## src/rtl/mdr_pkg.sv

```systemverilog
package mdr_pkg;
  localparam int unsigned AW   = 10;
  localparam int unsigned DW   = 32;
  localparam int unsigned NGRP = 5;

  localparam logic [AW-1:0] A_CFG    = 10'h180;
  localparam logic [AW-1:0] A_ERR    = 10'h181;
  localparam logic [AW-1:0] A_IER    = 10'h182;
  localparam logic [AW-1:0] A_TXASET = 10'h184;
  localparam logic [AW-1:0] A_TXARST = 10'h185;
  localparam logic [AW-1:0] A_TXEOB  = 10'h186;
  localparam logic [AW-1:0] A_TXDERR = 10'h187;
  localparam logic [AW-1:0] A_RXASET = 10'h190;
  localparam logic [AW-1:0] A_RXARST = 10'h191;
  localparam logic [AW-1:0] A_RXEOB  = 10'h192;
  localparam logic [AW-1:0] A_RXDERR = 10'h193;
  localparam logic [AW-1:0] A_TXPTR  = 10'h1A0;
  localparam logic [AW-1:0] A_RXPTR  = 10'h1C0;
  localparam logic [AW-1:0] A_RXBSZ  = 10'h1E0;

  localparam logic [DW-1:0] CFG_RST   = 32'h0007_C000;
  localparam logic [DW-1:0] CFG_KEEP  = 32'h00FF_C087;
  localparam logic [DW-1:0] IER_KEEP  = 32'h0000_001F;
  localparam logic [DW-1:0] TXA_KEEP  = 32'hF000_0000;
  localparam logic [DW-1:0] RXA_KEEP  = 32'hC000_0000;
  localparam logic [DW-1:0] BSZ_KEEP  = 32'h0000_00FF;
  localparam logic [DW-1:0] FULL_KEEP = 32'hFFFF_FFFF;

  // status group k sits at this address; group k is also gated by enable bit k
  function automatic logic [AW-1:0] grp_addr(input int unsigned k);
    case (k)
      0:       return A_ERR;
      1:       return A_TXEOB;
      2:       return A_TXDERR;
      3:       return A_RXEOB;
      default: return A_RXDERR;
    endcase
  endfunction

  function automatic logic in_window(input logic [AW-1:0] a,
                                     input logic [AW-1:0] base,
                                     input int unsigned   cnt);
    return (a >= base) && ({22'd0, a} < ({22'd0, base} + cnt));
  endfunction

  // one-clear then set: set takes priority
  function automatic logic [DW-1:0] w1c_next(input logic [DW-1:0] cur,
                                             input logic [DW-1:0] clr,
                                             input logic [DW-1:0] set);
    return (cur & ~clr) | set;
  endfunction
endpackage

```

## src/rtl/mdr_status_reg.sv

```systemverilog
module mdr_status_reg
  import mdr_pkg::*;
(
  input  logic          clk,
  input  logic          rst_n,
  input  logic          soft_clr,
  input  logic          clr_en,
  input  logic [DW-1:0] clr_val,
  input  logic [DW-1:0] set_val,
  output logic [DW-1:0] q
);
  logic [DW-1:0] clr_eff;
  logic [DW-1:0] base;

  assign clr_eff = clr_en ? clr_val : '0;
  assign base    = soft_clr ? '0 : q;

  always_ff @(posedge clk or negedge rst_n) begin
    if (!rst_n) q <= '0;
    else        q <= w1c_next(base, clr_eff, set_val);
  end

  // every strobed bit is set on the next cycle
  p_set_lands_r5: assert property (@(posedge clk) disable iff (!rst_n)
    (set_val != '0) |=> ((q & $past(set_val)) == $past(set_val)));

  // a one-clear without a competing strobe empties the bit
  p_w1c_clears_r4: assert property (@(posedge clk) disable iff (!rst_n)
    clr_en |=> ((q & $past(clr_val & ~set_val)) == '0));

  // bits neither strobed nor cleared nor soft-reset hold
  p_w1c_holds_r4: assert property (@(posedge clk) disable iff (!rst_n)
    (!clr_en && !soft_clr && set_val == '0) |=> $stable(q));
endmodule

```

## src/rtl/mdr_chan_table.sv

```systemverilog
module mdr_chan_table
  import mdr_pkg::*;
#(
  parameter int unsigned     DEPTH = 4,
  parameter logic [AW-1:0]   BASE  = 10'h1A0,
  parameter logic [DW-1:0]   KEEP  = 32'hFFFF_FFFF
) (
  input  logic          clk,
  input  logic          we,
  input  logic [AW-1:0] addr,
  input  logic [DW-1:0] wdata,
  output logic          hit,
  output logic [DW-1:0] rd_val
);
  localparam int unsigned IW = (DEPTH > 1) ? $clog2(DEPTH) : 1;

  logic [DW-1:0] mem [DEPTH];
  logic [AW-1:0] off;
  logic [IW-1:0] idx;

  assign off = addr - BASE;
  assign idx = off[IW-1:0];
  assign hit = in_window(addr, BASE, DEPTH);

  // contents intentionally survive reset and soft reset
  always_ff @(posedge clk) begin
    if (we && hit) mem[idx] <= wdata & KEEP;
  end

  assign rd_val = hit ? mem[idx] : '0;
endmodule

```

## src/rtl/mchan_dma_regs.sv

```systemverilog
module mchan_dma_regs
  import mdr_pkg::*;
#(
  parameter int unsigned TX_CH = 4,
  parameter int unsigned RX_CH = 2
) (
  input  logic          clk,
  input  logic          rst_n,
  input  logic          reg_we,
  input  logic [9:0]    reg_addr,
  input  logic [31:0]   reg_wdata,
  output logic [31:0]   reg_rdata,
  input  logic [31:0]   err_set,
  input  logic [31:0]   tx_eob_set,
  input  logic [31:0]   tx_derr_set,
  input  logic [31:0]   rx_eob_set,
  input  logic [31:0]   rx_derr_set,
  output logic [31:0]   cfg_o,
  output logic [31:0]   tx_act_set_o,
  output logic [31:0]   tx_act_rst_o,
  output logic [31:0]   rx_act_set_o,
  output logic [31:0]   rx_act_rst_o,
  output logic [4:0]    irq_o
);
  logic [DW-1:0] cfg_q, ier_q, txas_q, txar_q, rxas_q, rxar_q;
  logic [DW-1:0] stat_q  [NGRP];
  logic [DW-1:0] stat_set[NGRP];
  logic          soft_evt;
  logic          wr_cfg, wr_ier;
  logic          txp_hit, rxp_hit, rxb_hit;
  logic [DW-1:0] txp_val, rxp_val, rxb_val;

  assign wr_cfg   = reg_we && (reg_addr == A_CFG);
  assign wr_ier   = reg_we && (reg_addr == A_IER);
  assign soft_evt = wr_cfg && reg_wdata[31];

  assign stat_set[0] = err_set;
  assign stat_set[1] = tx_eob_set;
  assign stat_set[2] = tx_derr_set;
  assign stat_set[3] = rx_eob_set;
  assign stat_set[4] = rx_derr_set;

  // plain control registers
  always_ff @(posedge clk or negedge rst_n) begin
    if (!rst_n) begin
      cfg_q  <= CFG_RST;
      ier_q  <= '0;
      txas_q <= '0;
      txar_q <= '0;
      rxas_q <= '0;
      rxar_q <= '0;
    end else if (soft_evt) begin
      cfg_q  <= reg_wdata & CFG_KEEP;
      ier_q  <= '0;
      txas_q <= '0;
      txar_q <= '0;
      rxas_q <= '0;
      rxar_q <= '0;
    end else if (reg_we) begin
      case (reg_addr)
        A_CFG:    cfg_q  <= reg_wdata & CFG_KEEP;
        A_IER:    ier_q  <= reg_wdata & IER_KEEP;
        A_TXASET: txas_q <= reg_wdata & TXA_KEEP;
        A_TXARST: txar_q <= reg_wdata & TXA_KEEP;
        A_RXASET: rxas_q <= reg_wdata & RXA_KEEP;
        A_RXARST: rxar_q <= reg_wdata & RXA_KEEP;
        default: ;
      endcase
    end
  end

  // status groups
  for (genvar g = 0; g < NGRP; g++) begin : g_stat
    logic clr_here;
    assign clr_here = reg_we && (reg_addr == grp_addr(g));
    mdr_status_reg u_stat (
      .clk      (clk),
      .rst_n    (rst_n),
      .soft_clr (soft_evt),
      .clr_en   (clr_here),
      .clr_val  (reg_wdata),
      .set_val  (stat_set[g]),
      .q        (stat_q[g])
    );
    assign irq_o[g] = ier_q[g] && (stat_q[g] != '0);
  end

  // per-channel windows
  mdr_chan_table #(.DEPTH(TX_CH), .BASE(A_TXPTR), .KEEP(FULL_KEEP)) u_txptr (
    .clk(clk), .we(reg_we), .addr(reg_addr), .wdata(reg_wdata),
    .hit(txp_hit), .rd_val(txp_val));
  mdr_chan_table #(.DEPTH(RX_CH), .BASE(A_RXPTR), .KEEP(FULL_KEEP)) u_rxptr (
    .clk(clk), .we(reg_we), .addr(reg_addr), .wdata(reg_wdata),
    .hit(rxp_hit), .rd_val(rxp_val));
  mdr_chan_table #(.DEPTH(RX_CH), .BASE(A_RXBSZ), .KEEP(BSZ_KEEP)) u_rxbsz (
    .clk(clk), .we(reg_we), .addr(reg_addr), .wdata(reg_wdata),
    .hit(rxb_hit), .rd_val(rxb_val));

  // read mux
  always_comb begin
    reg_rdata = '0;
    case (reg_addr)
      A_CFG:    reg_rdata = cfg_q;
      A_ERR:    reg_rdata = stat_q[0];
      A_IER:    reg_rdata = ier_q;
      A_TXASET: reg_rdata = txas_q;
      A_TXARST: reg_rdata = txar_q;
      A_TXEOB:  reg_rdata = stat_q[1];
      A_TXDERR: reg_rdata = stat_q[2];
      A_RXASET: reg_rdata = rxas_q;
      A_RXARST: reg_rdata = rxar_q;
      A_RXEOB:  reg_rdata = stat_q[3];
      A_RXDERR: reg_rdata = stat_q[4];
      default:  reg_rdata = txp_val | rxp_val | rxb_val;
    endcase
  end

  assign cfg_o        = cfg_q;
  assign tx_act_set_o = txas_q;
  assign tx_act_rst_o = txar_q;
  assign rx_act_set_o = rxas_q;
  assign rx_act_rst_o = rxar_q;

  // soft reset empties the control registers it owns
  p_soft_clears_r3: assert property (@(posedge clk) disable iff (!rst_n)
    soft_evt |=> (ier_q == '0 && txas_q == '0 && txar_q == '0 &&
                  rxas_q == '0 && rxar_q == '0));

  // enable changes only through its own write or a soft reset
  p_ier_hold_r6: assert property (@(posedge clk) disable iff (!rst_n)
    (!wr_ier && !soft_evt) |=> $stable(ier_q));

  // no interrupt line without its enable
  p_irq_gated_r9: assert property (@(posedge clk) disable iff (!rst_n)
    ((irq_o & ~ier_q[4:0]) == 5'd0));

  // the three windows never decode the same address
  p_window_excl_r8: assert property (@(posedge clk) disable iff (!rst_n)
    $onehot0({txp_hit, rxp_hit, rxb_hit}));
endmodule

```

## config.mk

```make
export PLATFORM = sky130hd
export DESIGN_NAME = mchan_dma_regs
export DESIGN_NICKNAME = d
export VERILOG_FILES = /design/src/rtl/mdr_pkg.sv /design/src/rtl/mdr_status_reg.sv /design/src/rtl/mdr_chan_table.sv /design/src/rtl/mchan_dma_regs.sv
export SDC_FILE = /design/constraint.sdc
export NUM_CORES = 1
export LEC_CHECK = 0
export ABC_AREA = 1
export BUFFER_PORTS_ARGS = -buffer_cell sky130_fd_sc_hd__buf_2
export CAP_MARGIN = 20
export CORE_MARGIN = 2
export CORE_UTILIZATION = 30
export DETAILED_ROUTE_END_ITERATION = 6
export MAX_ROUTING_LAYER = met4
export PLACE_DENSITY = 0.53
export SLEW_MARGIN = 10
export SYNTH_ARGS = -nofsm -noshare
export SYNTH_HDL_FRONTEND = slang
export SYNTH_SLANG_ARGS = --single-unit
```

## constraint.sdc

```tcl
create_clock -name clk -period 2.7 [get_ports clk]
set_clock_uncertainty 0.15 [all_clocks]
set_input_delay 0 -clock clk [delete_from_list [all_inputs] [get_ports clk]]
set_output_delay 0 -clock clk [all_outputs]
set_load 0.05 [all_outputs]
```

==> results of run 1 <==
## per-layer routing
metal	part of all wire (%)	up-vias
li1	-	7939
met1	41	8747
met2	46	1031
met3	7.9	171
met4	4.5	0
met5	0	-
## sequential cells by signal (all words and copies together), names as in the netlist, 4 cells and up
signal / count
u_rxbsz.mem: 16
cfg_o: 14
tx_act_set_o: 4
u_rxptr.mem: 64
g_stat.u_stat.q: 160
u_txptr.mem: 128
ier_q: 5
tx_act_rst_o: 4
## through the flow
step / total power, uW / instance area [sq um] / util, % / std cells
final: 13900 / 27200 / 43.0 / 3502
after global routing: 14300 / 27200 / 43.0 / 3501
after CTS: 13900 / 27100 / 43.0 / 3500
after detailed placement: 7790 / 21600 / 34.3 / 3015
after global placement: 7790 / 21600 / 34.3 / 3015
after floorplan: 7380 / 19600 / - / 2065
## timing repair
| action | CTS | global route |
|---|---|---|
| hold buffers | 410 | 0 |
| resized for setup | 0 | 1 |
| hold endpoints to repair | 585 | 0 |
| setup endpoints to repair | 0 | 14 |
## cell usage after synthesis, types with 39 or more instances
master / instances / area share [%]
nand3_1: 246 / 6.4
buf_4: 141 / 5.5
clkbuf_1: 39 / 0.77
a31o_1: 149 / 6.8
dfrtp_1: 186 / 24
buf_2: 46 / 1.2
nor4_1: 40 / 1.3
nor2_1: 94 / 1.8
edfxtp_1: 208 / 33
inv_1: 45 / 0.88
nand2_1: 504 / 9.9
nand4_1: 58 / 1.9
## path summary, 6_finish.rpt
kind                                              from                      to  slack, ps  cells past startpoint
min in group asynchronous                        rst_n        tx_act_set_o[31]        380                      3
worst max-delay path            g_stat[3].u_stat.q[16]                irq_o[3]         10                      4
max in group asynchronous                        rst_n  g_stat[1].u_stat.q[25]       1170                      4
worst min-delay path                       reg_addr[9]        rx_act_set_o[31]         50                      8
worst max register to register  g_stat[2].u_stat.q[15]  g_stat[2].u_stat.q[15]       1160                      2
worst min register to register               cfg_o[15]               cfg_o[15]        340                      2
## final cells by class
type | instances | area share, %
sequential | 399 | 40.6
multi-input combinational | 1367 | 25.3
antenna | 2 | 0.0184
clock buffer | 67 | 4.90
timing repair buffer | 752 | 24.1
tap | 846 | 3.90
inverter | 61 | 0.848
clock inverter | 8 | 0.258
## power by group
part / total, uW / switching [uW] / leakage, uW / internal [uW]
Combinational: 1520 / 1060 / 0.00597 / 457
Sequential: 6440 / 12.8 / 0.00366 / 6430
Clock: 5940 / 2460 / 0.000689 / 3480
Total: 13900 / 3540 / 0.0103 / 10400
## worst max-delay path: stages (launching register included)
cell,delay (ps)
dfrtp_1,420
nor4_1,610
nand4_1,410
o21a_1,310
buf_2,220
## cells by family (layout without fill, tap and decap cells)
kind of cell / Yosys count / after routing / synth area share (%)
flops: 399 / 399 / 57.7
buf+inv: 299 / 888 / 9.18
simple gates: 978 / 978 / 22.7
compound gates: 238 / 238 / 9.51
mux: 17 / 17 / 0.890
other cells: 1 / 136 / 0.0196
==> results.cfg, run 1 <==
[run_status]
status = finished clean

[global_route]
grt.met3_usage_pct = 3.53
grt_remaining_overflow = 0
grtUsageMet2_pct = 37.2
grt.met1_usage_pct = 31.1
antenna_found_initial = 1
grt_pass1_vias = 17700
grt_pass1_wl_mm = 115
top_usage_layer = met2
grtUsageTotal_pct = 23.9
grt_start_max_net_pins = 98

[sta]
worst_slack_ps = 9.87
setup_viol = 0
timing.fmax_mhz = 372
drv_slew = 0
min_period_ps = 2690
rsz0062_at_grt = no
relSlewSlack_pct = 30.4
fin_setup_tns_ps = 0
hold_violations = 0
worst_slew_pin_slew_ps = 1040
finalCritPeriodShare_pct = 99.6
whs_ps = 52.5

[cts]
numCtsBuffers = 42
clk_pin_slew_ps = 70
post_cts_buffers = 0
clkSinkCount = 399
insertion_delay_ps = 580
cts_root_buffer = clkbuf_16
clock_path_buffers = 3
htreeDepth = 2
tritoncts = yes

[synthesis]
syn_inst = 1932
ys.flop_type = edfxtp_1
synth_edf_count = 208
async_flop_share_pct = 47.9
ys_types = 36
synth-seq-cells = 399
yosysWarnings = 0
yosysSeqAreaShare_pct = 57.7
syn-cell-area_sq_um = 19100
syn_area_per_cell_sq_um = 9.90

[placed_design]
dp_slack_ps = 297
hpwl_mm = 52.9
gp_congestion = 0.938
io_buffers = 267

[die]
die_h_um = 256
fp-row-count = 92
num_io_pins = 402
die_w_um = 256
die-area_sq_um = 65800
core_area_sq_um = 63100
initial_core_util_pct = 30.3

[setup_path]
arrival_ps = 2540
critPathRequiredTime_ps = 2550
path_class = reg -> out
critPathMaxFanout = 3
end_kind = output port
startpoint_type = flop

[finish]
layout_commonest_cell = nand2_1
regArea_sq_um = 11000
nNetsFinal = 2828
fillerInstances = 5936
area_delta_synth_final_pct = 42.0
final_cell_mix = 504 x nand2_1, 410 x dlygate4sd3_1, 246 x nand3_1, 241 x buf_2, 208 x edfxtp_1
layout-drive-gt1-share_pct = 17.2
multi_input_area_sq_um = 6880

[detailed_routing]
ant_nets = 0
num_vias = 17900
drc = 0
dr.pass1.iters = 7
drt-total-wl_mm = 78.4
drt_iter0_markers = 1637
wl_per_cell_um = 22.4
via_per_inst = 5.11

[pwr]
vdd_drop_max_mv = 0.352
p_leak_uw = 0.0103
cellPowerDensity_nw_per_um2 = 512

[min_path]
hold_path.class = in -> reg

[flow_run]
drv_cap = 0
(Power assumes the default switching activity.)
==> inputs of run 2 (changes only) <==
--- a/config.mk
+++ b/config.mk
@@ -5,7 +5,6 @@
 export SDC_FILE = /design/constraint.sdc
 export NUM_CORES = 1
 export LEC_CHECK = 0
-export ABC_AREA = 1
 export BUFFER_PORTS_ARGS = -buffer_cell sky130_fd_sc_hd__buf_2
 export CAP_MARGIN = 20
 export CORE_MARGIN = 2
@@ -16,4 +15,5 @@
 export SLEW_MARGIN = 10
 export SYNTH_ARGS = -nofsm -noshare
 export SYNTH_HDL_FRONTEND = slang
+export SYNTH_HIERARCHICAL = 1
 export SYNTH_SLANG_ARGS = --single-unit
==> run 2 against run 1 <==
Area after synthesis rose by 2.8%. Clock power fell by 9.8%. Die area rose by 2.8%. Hold slack improved by 19 ps. Wire length fell by 4.1%. Critical path type unchanged. Global-route usage fell by 1.5 points. Clock-buffer cell count fell by 10. Largest power group unchanged. Critical path depth rose by 1. Sequential power barely moved. Total power fell by 2.9%. Worst setup slack improved by 40 ps. Highest routed layer unchanged. First-iteration DRC count fell by 6.4%.
==> results.cfg, run 2 <==
[finish]
largest_register_ffs = 160
area_delta_synth_final_pct = 37.2
fin_cells = 3118
layout-drive-gt1-share_pct = 24.3
reg_top3 = g_stat.u_stat/q x160, u_txptr/mem x128, u_rxptr/mem x64
nNetsFinal = 2435
largest_register = g_stat.u_stat/q
final_area_sq_um = 27000
final_cell_mix = 360 x dlygate4sd3_1, 244 x buf_2, 208 x edfxtp_1, 187 x nand2_1, 186 x dfrtp_1
layout_commonest_cell = dlygate4sd3_1

[setup_path]
rrSetupSlack_ps = 1070
cpPeakStageDelay_ps = 510
end_kind = output port
arrival_ps = 2500
startpoint_type = flop
worstPathCellList = mux4_2 > and3_1 > or4_1 > o31a_1 > buf_6
critPathRequiredTime_ps = 2550
reg2reg_depth = 2
r2r-end = g_stat[0].u_stat/q[3]
r2r_start = g_stat[0].u_stat/q[3]
slowest_stage = or4_1
critPathMaxFanout = 1
path_class = reg -> out

[cts]
cts_root_buffer = clkbuf_16
insertion_delay_ps = 540
htreeDepth = 2
clkSinkCount = 399
tritoncts = yes
clk_pin_slew_ps = 70
numCtsBuffers = 41
clock_path_buffers = 3

[run_status]
status = finished clean

[detailed_routing]
ant_nets = 0
dr.pass1.iters = 5
wl_per_cell_um = 24.1
drt-total-wl_mm = 75.2
num_vias = 16300
via_per_inst = 5.21
drc = 0
drt_iter0_markers = 1533

[sta]
drv_slew = 0
setup_viol = 0
worst_slew_pin_slew_ps = 690
relSlewSlack_pct = 54.0
rsz0062_at_grt = no
hold_violations = 0
min_period_ps = 2650
timing.fmax_mhz = 377
finalCritPeriodShare_pct = 98.2

[pwr]
vdd_drop_max_mv = 0.412
p_leak_uw = 0.00968
cellPowerDensity_nw_per_um2 = 500

[die]
die_w_um = 260
die_h_um = 260
initial_core_util_pct = 30.4
core_area_sq_um = 64600
fp-row-count = 93
die-area_sq_um = 67600
num_io_pins = 402

[placed_design]
io_buffers = 267
gp_congestion = 0.917
post_dp_cell_area_sq_um = 22100
hpwl_mm = 52.7
place_inst = 2679

[min_path]
min_from = reg_addr[8]
holdPathStages = 5
hold_path.class = in -> reg
hold_path_end = tx_act_set_o[31]

[synthesis]
syn_inst = 1548
syn_area_per_cell_sq_um = 12.7
yosysWarnings = 6
syn-cell-area_sq_um = 19700

[global_route]
grt_pass1_vias = 16500
grtUsageTotal_pct = 22.4
antenna_found_initial = 10
grt_pass1_wl_mm = 109
grt_remaining_overflow = 0
grt_start_max_net_pins = 75

[flow_run]
drv_cap = 0
-- run 2: through the flow --
stage               setup slack (ps)  power [uW]  util [%]  setup TNS, ps  hold WS (ps)
floorplan                       -768        7560         -         -60830          -446
global placement                6.29        7990      34.2              0         -79.6
detailed placement              43.9        8000      34.2              0         -78.2
CTS                             18.3       13500      41.7              0          35.4
global route                   0.398       13900      41.8              0          72.3
finish                          49.8       13500      41.8              0          71.5
-- run 2: area by class of cell --
type,count,area (sq um)
fill,6029,37600
multi-input combinational,1046,7510
timing repair buffer,733,6110
tap,855,1070
inverter,9,33.8
antenna,6,15.0
clock buffer,57,1120
sequential,399,11000
clock inverter,13,96.3
-- run 2: routing by layer --
layer	part of all wire, %	routed length, um	global-route usage (%)	vias to the layer above
met5	0	0	-	-
met4	4.2	3140	9.04	0
met3	7.1	5350	3.09	150
li1	-	-	-	6987
met1	42	31300	29.0	8250
met2	47	35400	35.6	869
-- run 2: report_power, final --
group / total (uW) / switching, uW / internal (uW)
logic: 1700 / 1150 / 547
clock network: 5360 / 2380 / 2980
registers: 6440 / 11.1 / 6420
-- run 2: how the worst max path moves through the flow --
stage	startpoint	end	slack, ps	depth (start not counted)
after floorplan	reg_addr[9]	u_txptr/mem[3][0]	-770	2
after global placement	reg_addr[3]	reg_rdata[19]	6	7
after detailed placement	reg_addr[3]	reg_rdata[19]	40	7
after CTS	u_txptr/mem[3][16]	reg_rdata[16]	20	6
after global routing	u_txptr/mem[3][20]	reg_rdata[20]	0.4	6
final	u_txptr/mem[2][31]	reg_rdata[31]	50	5
-- run 2: timing repair --
item / in CTS / in global routing
hold buffers: 360 / 0
endpoints found under the hold margin: 596 / 0
pin swaps: 0 / 1
buffers inserted: 0 / 3
endpoints found under the setup margin: 4 / 45
gates resized for setup: 5 / 15
-- run 2: worst max-delay path, delay by kind of cell (launching register included) --
kind | cells | cell delay (ps)
mux | 1 | 480
flops | 1 | 380
compound gates | 1 | 180
simple gates | 2 | 720
buf+inv | 1 | 180
==> inputs of run 3 (changes only) <==
--- a/config.mk
+++ b/config.mk
@@ -11,7 +11,8 @@
 export CORE_UTILIZATION = 30
 export DETAILED_ROUTE_END_ITERATION = 6
 export MAX_ROUTING_LAYER = met4
-export PLACE_DENSITY = 0.53
+export PLACE_DENSITY_LB_ADDON = 0.08
+export SETUP_SLACK_MARGIN = 0.4
 export SLEW_MARGIN = 10
 export SYNTH_ARGS = -nofsm -noshare
 export SYNTH_HDL_FRONTEND = slang
==> constraint.sdc (replaced) <==
create_clock -name clk -period 3.42 [get_ports clk]
set_clock_uncertainty 0.15 [all_clocks]
set_input_delay 0 -clock clk [delete_from_list [all_inputs] [get_ports clk]]
set_output_delay 0 -clock clk [all_outputs]
set_load 0.05 [all_outputs]
==> run 3 against run 2 <==
First-iteration DRC count decreased by 32%. Register-to-register slack improved by 790 ps. Clock power fell by 3%. Sequential power shrank 21%. Final area grew 4.5%. Total power fell by 13%. Core utilization increased by 1.9 points. Cell count up 3.3%. Flip-flop and latch count is the same. Non-clock buffer count is 96 higher. Wire length up 3.9%. Die area stayed put. Highest routed layer unchanged.
==> results.cfg, run 3 (synthesis results as in run 2) <==
[run_status]
status = finished clean

[detailed_routing]
ant_nets = 0
via_per_inst = 5.07
dr.pass1.iters = 5
drt-total-wl_mm = 78.1
wl_per_cell_um = 24.3
drt_iter0_markers = 1039
drc = 0
num_vias = 16300

[setup_path]
path_class = reg -> out
r2r-end = g_stat[2].u_stat/q[3]
critPathRequiredTime_ps = 3270
critPathMaxFanout = 1
rrSetupSlack_ps = 1860
cp_top_family = simple AND/OR/NAND/NOR gates
slowest_stage = nor4_1
r2r_start = g_stat[2].u_stat/q[3]
reg2reg_depth = 2
startpoint_type = flop
arrival_ps = 2810
cpPeakStageDelay_ps = 650
end_kind = output port
worstPathCellList = mux4_1 > and3_1 > nor4_1 > a31oi_1 > buf_2
crit_buf_inv = 1

[finish]
reg_top3 = g_stat.u_stat/q x160, u_txptr/mem x128, u_rxptr/mem x64
nNetsFinal = 2536
layout-drive-gt1-share_pct = 22.2
largest_register_ffs = 160
final_cell_mix = 485 x dlygate4sd3_1, 260 x buf_2, 208 x edfxtp_1, 187 x nand2_1, 186 x dfrtp_1
largest_register = g_stat.u_stat/q
fillerInstances = 6049
layout_commonest_cell = dlygate4sd3_1
regArea_sq_um = 11000
final_core_util_pct = 43.7
area_delta_synth_final_pct = 43.5
multi_input_area_sq_um = 7470

[flow_run]
drv_cap = 0

[min_path]
holdPathStages = 5
hold_path.class = in -> reg
min_from = reg_addr[8]
hold_path_end = tx_act_set_o[31]

[sta]
worst_slack_ps = 463
timing.fmax_mhz = 338
worst_slew_pin_slew_ps = 1010
rsz0062_at_grt = no
whs_ps = 36.5
min_period_ps = 2960
finalCritPeriodShare_pct = 86.5
fin_setup_tns_ps = 0
relSlewSlack_pct = 32.2
setup_viol = 0
hold_violations = 0
drv_slew = 0

[cts]
clock_path_buffers = 3
htreeDepth = 2
cts_root_buffer = clkbuf_16
clk_pin_slew_ps = 60
tritoncts = yes
post_cts_buffers = 0
insertion_delay_ps = 590
numCtsBuffers = 46
clkSinkCount = 399

[global_route]
grt_remaining_overflow = 0
grtUsageTotal_pct = 23.6
grt_pass1_wl_mm = 113
grt_start_max_net_pins = 62
antenna_found_initial = 0
grt_pass1_vias = 16500

[die]
fp-row-count = 93
die_h_um = 260
initial_core_util_pct = 30.4
core_area_sq_um = 64600
die_w_um = 260
num_io_pins = 402
die-area_sq_um = 67600

[pwr]
p_leak_uw = 0.0102
cellPowerDensity_nw_per_um2 = 415
vdd_drop_max_mv = 0.324
power_uw = 11700

[placed_design]
io_buffers = 267
gp_congestion = 0.880
dp_slack_ps = 636
hpwl_mm = 53.4
## run 3: cell count changes in the layout (fill, tap and decap cells not counted), moves of 6 or more
cell           previous run  this run
buf_12                   24        11
buf_2                   244       260
buf_4                   102        66
clkbuf_1                 13         5
clkbuf_16                41        47
clkbuf_8                  5        11
dlygate4sd3_1           360       485
## run 3: worst max-delay path by stage
stage,cells after the start,endpoint,startpoint
floorplan,2,u_txptr/mem[3][0],reg_addr[9]
global placement,8,reg_rdata[0],reg_addr[0]
detailed placement,8,reg_rdata[0],reg_addr[0]
CTS,4,irq_o[0],g_stat[0].u_stat/q[3]
global route,5,reg_rdata[2],u_txptr/mem[1][2]
finish,5,reg_rdata[1],u_txptr/mem[1][1]
## run 3: power breakdown
group / internal (uW) / switching (uW) / leakage (uW)
registers: 5070 / 9.26 / 0.00368
clock network: 3150 / 2050 / 0.000775
logic: 497 / 932 / 0.00573
## run 3: cell type report
class | instances | area share, %
Clock inverter | 20 | 0.914
Timing Repair Buffer | 829 | 24.9
Tap cell | 855 | 3.79
Sequential cell | 399 | 39.1
Multi-Input combinational cell | 1046 | 26.5
Antenna cell | 1 | 0.00887
Clock buffer | 61 | 4.68
Inverter | 9 | 0.120
## run 3: worst register-to-register path: cells and delay by family, from the launching register on
kind                   cells  cell delay [ps]
AO/OA/AOI/OAI              1              250
flip-flops                 1              470
buffers and inverters      1              570
## run 3: per-stage QoR
step	cell area, sq um	std cells
2_1_floorplan	20300	1704
3_3_place_gp	21600	2648
3_5_place_dp	21700	2650
4_1_cts	28200	3217
5_1_grt	28200	3219
6_report	28200	3220
## run 3: repair_timing
action | 4_1_cts | 5_1_grt
endpoints found under the hold margin | 510 | 0
gates resized for setup | 0 | 1
endpoints found under the setup margin | 0 | 1
hold buffers | 486 | 0
## run 3: routing by layer
metal  up-vias  GRT usage (%)  share of wire (%)
met5         -              -                  0
met4         0           8.52                3.7
met3       119           3.69                6.0
met2       640           36.2                 46
met1      8362           31.5                 44
li1       7195              -                  -
